$ cat config.mk
export PLATFORM = sky130hd
export DESIGN_NAME = dbg_freeze_ctrl
export DESIGN_NICKNAME = d
export VERILOG_FILES = /design/src/rtl/dbg_frz_pkg.sv /design/src/rtl/dbg_sync2.sv /design/src/rtl/dbg_regfile.sv /design/src/rtl/dbg_freeze_gate.sv /design/src/rtl/dbg_freeze_ctrl.sv
export SDC_FILE = /design/constraint.sdc
export NUM_CORES = 1
export LEC_CHECK = 0
export BUFFER_PORTS_ARGS = -buffer_cell sky130_fd_sc_hd__buf_2
export CORE_MARGIN = 5
export CORE_UTILIZATION = 36
export CTS_CLUSTER_SIZE = 40
export DETAILED_ROUTE_END_ITERATION = 6
export GPL_TIMING_DRIVEN = 0
export PLACE_DENSITY = 0.8
export SYNTH_ARGS = -nofsm -noshare
export SYNTH_HDL_FRONTEND = slang
export SYNTH_SLANG_ARGS = --single-unit
$ cat constraint.sdc
create_clock -name clk -period 1.4 [get_ports clk]
set_input_delay 0.14 -clock clk [delete_from_list [all_inputs] [get_ports clk]]
set_output_delay 0.14 -clock clk [all_outputs]
set_load 0.005 [all_outputs]
$ cat src/rtl/dbg_frz_pkg.sv
package dbg_frz_pkg;
  localparam int WORD_W  = 32;
  localparam int NFRZ    = 8;
  localparam int NKEEP   = 3;
  localparam int IDX_W   = 2;
  localparam logic [3:0] ID_FIXED = 4'b0110;

  typedef enum logic [1:0] {SZ_BYTE = 2'd0, SZ_HALF = 2'd1, SZ_WORD = 2'd2} acc_size_e;
  typedef enum logic [1:0] {IDX_IDENT = 2'd0, IDX_LPCTL = 2'd1,
                            IDX_FRZ_A = 2'd2, IDX_FRZ_B = 2'd3} reg_idx_e;

  // Freeze output i lives in word B when this returns 1, else in word A.
  function automatic logic frz_in_b(input int i);
    return (i >= 6);
  endfunction

  // Bit position of freeze enable i inside its word.
  function automatic int frz_pos(input int i);
    case (i)
      0: return 0;
      1: return 10;
      2: return 11;
      3: return 12;
      4: return 21;
      5: return 31;
      6: return 2;
      default: return 5;
    endcase
  endfunction
endpackage

$ cat src/rtl/dbg_sync2.sv
module dbg_sync2 (
  input  logic clk,
  input  logic rst_n,
  input  logic d,
  output logic q
);
  logic [1:0] stg_q;
  logic [1:0] stg_d;

  always_comb stg_d = {stg_q[0], d};

  always_ff @(posedge clk or negedge rst_n) begin
    if (!rst_n) stg_q <= '0;
    else        stg_q <= stg_d;
  end

  assign q = stg_q[1];
endmodule

$ cat src/rtl/dbg_regfile.sv
module dbg_regfile
  import dbg_frz_pkg::*;
#(
  parameter logic [15:0] REV_ID   = 16'h2A01,
  parameter logic [11:0] DEV_CODE = 12'h3C5
) (
  input  logic              clk,
  input  logic              por_n,
  input  logic              acc_ok,
  input  logic              wr,
  input  logic [IDX_W-1:0]  idx,
  input  logic [WORD_W-1:0] wdata,
  output logic [WORD_W-1:0] rdata,
  output logic [NKEEP-1:0]  keep_q,
  output logic [NFRZ-1:0]   frz_en_q
);
  logic             wr_lp, wr_a, wr_b;
  logic [NKEEP-1:0] keep_d;
  logic             unused_wdata;

  always_comb begin
    wr_lp  = acc_ok && wr && (idx == IDX_LPCTL);
    wr_a   = acc_ok && wr && (idx == IDX_FRZ_A);
    wr_b   = acc_ok && wr && (idx == IDX_FRZ_B);
    keep_d = wdata[NKEEP-1:0];
  end

  always_ff @(posedge clk or negedge por_n) begin
    if (!por_n)     keep_q <= '0;
    else if (wr_lp) keep_q <= keep_d;
  end

  for (genvar i = 0; i < NFRZ; i++) begin : g_en
    localparam int  POS  = frz_pos(i);
    localparam bit  IN_B = frz_in_b(i);
    logic en_wr;
    logic en_d;
    always_comb begin
      en_wr = IN_B ? wr_b : wr_a;
      en_d  = wdata[POS];
    end
    always_ff @(posedge clk or negedge por_n) begin
      if (!por_n)     frz_en_q[i] <= 1'b0;
      else if (en_wr) frz_en_q[i] <= en_d;
    end
  end

  always_comb begin
    rdata = '0;
    if (acc_ok && !wr) begin
      case (idx)
        IDX_IDENT: rdata = {REV_ID, ID_FIXED, DEV_CODE};
        IDX_LPCTL: rdata[NKEEP-1:0] = keep_q;
        default: begin
          for (int i = 0; i < NFRZ; i++)
            if (frz_in_b(i) == (idx == IDX_FRZ_B)) rdata[frz_pos(i)] = frz_en_q[i];
        end
      endcase
    end
  end

  assign unused_wdata = ^wdata;
endmodule

$ cat src/rtl/dbg_freeze_gate.sv
module dbg_freeze_gate
  import dbg_frz_pkg::*;
(
  input  logic            halt_sync,
  input  logic [NFRZ-1:0] frz_en,
  output logic [NFRZ-1:0] freeze
);
  for (genvar i = 0; i < NFRZ; i++) begin : g_gate
    assign freeze[i] = halt_sync & frz_en[i];
  end
endmodule

$ cat src/rtl/dbg_freeze_ctrl.sv
module dbg_freeze_ctrl
  import dbg_frz_pkg::*;
#(
  parameter logic [15:0] REV_ID   = 16'h2A01,
  parameter logic [11:0] DEV_CODE = 12'h3C5
) (
  input  logic              clk,
  input  logic              por_n,
  input  logic              bus_sel,
  input  logic              bus_wr,
  input  logic [IDX_W-1:0]  bus_widx,
  input  logic [1:0]        bus_size,
  input  logic [WORD_W-1:0] bus_wdata,
  output logic [WORD_W-1:0] bus_rdata,
  output logic              bus_err,
  input  logic              core_halted_i,
  output logic              keep_sleep_clk_o,
  output logic              keep_stop_clk_o,
  output logic              keep_stby_clk_o,
  output logic [NFRZ-1:0]   freeze_o
);
  logic             acc_ok;
  logic             halt_s;
  logic [NKEEP-1:0] keep_q;
  logic [NFRZ-1:0]  frz_en;

  always_comb begin
    acc_ok  = bus_sel && (bus_size == SZ_WORD);
    bus_err = bus_sel && (bus_size != SZ_WORD);
  end

  dbg_sync2 u_halt_sync (
    .clk   (clk),
    .rst_n (por_n),
    .d     (core_halted_i),
    .q     (halt_s)
  );

  dbg_regfile #(.REV_ID(REV_ID), .DEV_CODE(DEV_CODE)) u_regs (
    .clk      (clk),
    .por_n    (por_n),
    .acc_ok   (acc_ok),
    .wr       (bus_wr),
    .idx      (bus_widx),
    .wdata    (bus_wdata),
    .rdata    (bus_rdata),
    .keep_q   (keep_q),
    .frz_en_q (frz_en)
  );

  dbg_freeze_gate u_gate (
    .halt_sync (halt_s),
    .frz_en    (frz_en),
    .freeze    (freeze_o)
  );

  assign keep_sleep_clk_o = keep_q[0];
  assign keep_stop_clk_o  = keep_q[1];
  assign keep_stby_clk_o  = keep_q[2];
endmodule

==> results.json <==
{
  "status": "completed",
  "htreeDepth": 1,
  "first_global_vias": 757,
  "viasPerCell": 4.16,
  "die_h_um": 59.6,
  "drt-total-wl_mm": 2.12,
  "yosysUniqueCellTypes": 20,
  "nets": 195,
  "cp_common_cell": "buf_2",
  "yosys.area.top_type": "dfrtp_1",
  "fin_skew_ps": 0.0641,
  "grt_pass1_wl_mm": 3.35,
  "place_inst": 174,
  "syn_area_um2": 886,
  "slowest_delay_ps": 320,
  "n_antenna_cell": 0,
  "setup_violations": 0,
  "peakVddDrop_uv": 563,
  "p_sw_uw": 260,
  "power_density_nw_per_um2": 757,
  "p_clk_share_pct": 22.7,
  "wire_per_inst_um": 11.6,
  "rsz0062_at_grt": "false",
  "areaGrowthSynthToFinish_pct": 44.4,
  "port_buffers": 46,
  "dp.final_hpwl_mm": 1.77,
  "grt_max_degree": 14,
  "fin_util_pct": 53.1,
  "first_pass_iters": 4,
  "ys_seq_elements": 13,
  "critical_path_class": "in2out",
  "cp_cell_sequence": "buf_2 > nand4bb_4 > nor3b_2 > and2_1 > buf_2",
  "intPower_uw": 707,
  "final_cell_mix": "buf_2, buf_4, and2_1, conb_1, dfrtp_1",
  "max-cap-violations": 0,
  "n_fill_cell": 232,
  "required_ps": 1260,
  "dp_slack_ps": -427,
  "cp.arrival_ps": 1130,
  "fin_crit_sh_pct": 90.8,
  "rrSetupSlack_ps": 620,
  "start_util_pct": 36.8,
  "yosysTopAreaCellShare_pct": 36.7,
  "clkLatencyLatePin_ps": 270,
  "cts_tree": "yes",
  "die_x_um": 59.6,
  "p_seq_share_pct": 50.0,
  "grt_overflow_total": 0,
  "io_pins": 85,
  "core-area_um2": 2410,
  "power_uw": 967,
  "tns_ps": 0,
  "final_cells": 183,
  "hold_viol_final": 0,
  "maxSlewViolCount": 0,
  "track_usage_pct": 12.3,
  "min_period_ps": 1270,
  "vias": 762,
  "syn_area_per_cell_um2": 10.3,
  "clkTransAtPathRegs_ps": 80,
  "gp_congestion": 0.765,
  "dieArea_um2": 3550,
  "antenna_left": 0,
  "worst_slack_ps": 129,
  "switching_share_pct": 26.9,
  "synth_area_leaders": "dfrtp_1, buf_4, mux2_2, and2_1, nand4bb_4",
  "synthesis.instances": 86,
  "cts.path.max_buffers": 2,
  "yosysWarnings": 0,
  "cts-root-buf": "clkbuf_4",
  "p_leak_nw": 0.740,
  "layout_commonest_cell": "buf_2",
  "antenna_found_initial": 0,
  "critPathSlowestCell": "nor3b_2",
  "pwr-share-comb_pct": 27.3,
  "hp-class": "in2reg",
  "worstPathMaxFanout": 10,
  "yosysSeqAreaShare_pct": 36.7,
  "drc_errors": 0,
  "fmax_mhz": 787,
  "drt-initial-drc-count": 16,
  "cts_buffers": 3,
  "drive_gt1_share_pct": 60.1,
  "worstSetupEndpointType": "output pin",
  "row_count": 18,
  "cts_sinks": 13,
  "start_kind": "input pin"
}
-- cell type report --
cell class	instances	area (um^2)	share of cell area, %
Buffer	24	181	14.2
Clock buffer	4	26.3	2.05
Inverter	3	11.3	0.881
Multi-Input combinational cell	58	424	33.2
Sequential cell	13	325	25.4
Tap cell	30	37.5	2.94
Timing Repair Buffer	51	273	21.3
-- repair_timing --
action	4_1_cts	5_1_grt
setup buffers	3	0
resized for setup	2	0
hold endpoints to repair	14	0
setup endpoints to repair	10	0
hold buffers	2	0
-- sequential cells by signal, summed over array words and instances, names as in the netlist --
name               flops
u_regs.keep_q          3
u_halt_sync.stg_q      2
u_regs.frz_en_q        8
-- synthesized netlist by cell type --
| master | instances |
|---|---|
| buf_6 | 1 |
| inv_1 | 3 |
| a21oi_1 | 2 |
| nand4bb_4 | 1 |
| nor3_1 | 2 |
| nor3b_2 | 2 |
| and2_1 | 13 |
| mux2_2 | 11 |
| conb_1 | 1 |
| a21o_1 | 2 |
| nor2_4 | 1 |
| buf_2 | 1 |
| nand4b_1 | 2 |
| a21boi_0 | 1 |
| dfrtp_1 | 13 |
| nand2b_1 | 1 |
| nand2_1 | 3 |
| buf_4 | 22 |
| nand3_1 | 2 |
| nor2_1 | 2 |
-- cell families (layout without fill, tap and decap cells) --
logic type             count (synthesis)  count (layout)  share of synthesized area (%)
and+or+nand+nor                       29              29                           23.4
DFF                                   13              13                           36.7
muxes                                 11              11                           14.0
AOI/OAI and AO/OA                      5               5                           3.67
buffers and inverters                 27              82                           21.8
other                                  1              13                          0.423
-- metal layers --
metal / up-vias / part of all wire, % / routed length (um) / track usage, %
met5: - / 0 / 0 / 0
met4: 0 / 0 / 0 / 3.80
met3: 0 / 13 / 267 / 3.49
met2: 30 / 56 / 1190 / 25.1
met1: 349 / 31 / 666 / 11.4
li1: 383 / - / - / -
-- critical path: cells and delay by family --
kind | cells | cell delay [ps]
buffers and inverters | 2 | 340
and+or+nand+nor | 3 | 650
-- per-stage QoR --
step | hold slack, ps | instance area [um^2]
final | 103 | 1280
after global routing | 89.6 | 1280
after CTS | 93.5 | 1280
after detailed placement | 38.5 | 1200
after global placement | 30.0 | 1200
after floorplan | -156 | 931
-- power by group through the flow --
stage / sequential (mW) / clock, mW / combinational (mW)
2_1_floorplan: 0.481 / 0 / 0.155
3_3_place_gp: 0.488 / 0 / 0.245
3_5_place_dp: 0.493 / 0 / 0.256
4_1_cts: 0.485 / 0.230 / 0.265
5_1_grt: 0.494 / 0.252 / 0.293
6_report: 0.484 / 0.220 / 0.264
-- worst paths after layout --
| path | end | from | cells after the start |
|---|---|---|---|
| max | bus_rdata[31] | bus_widx[1] | 5 |
| min | u_regs.frz_en_q[5]$_DFFE_PN0P_ | bus_wdata[31] | 2 |
| max reg2reg | u_regs.frz_en_q[1]$_DFFE_PN0P_ | u_regs.frz_en_q[1]$_DFFE_PN0P_ | 1 |
| min reg2reg | u_halt_sync.stg_q[1]$_DFF_PN0_ | u_halt_sync.stg_q[0]$_DFF_PN0_ | 0 |
| max in group asynchronous | u_regs.frz_en_q[6]$_DFFE_PN0P_ | por_n | 2 |
| min in group asynchronous | u_regs.frz_en_q[3]$_DFFE_PN0P_ | por_n | 2 |
Note: power is estimated with default switching activity, not from simulation.
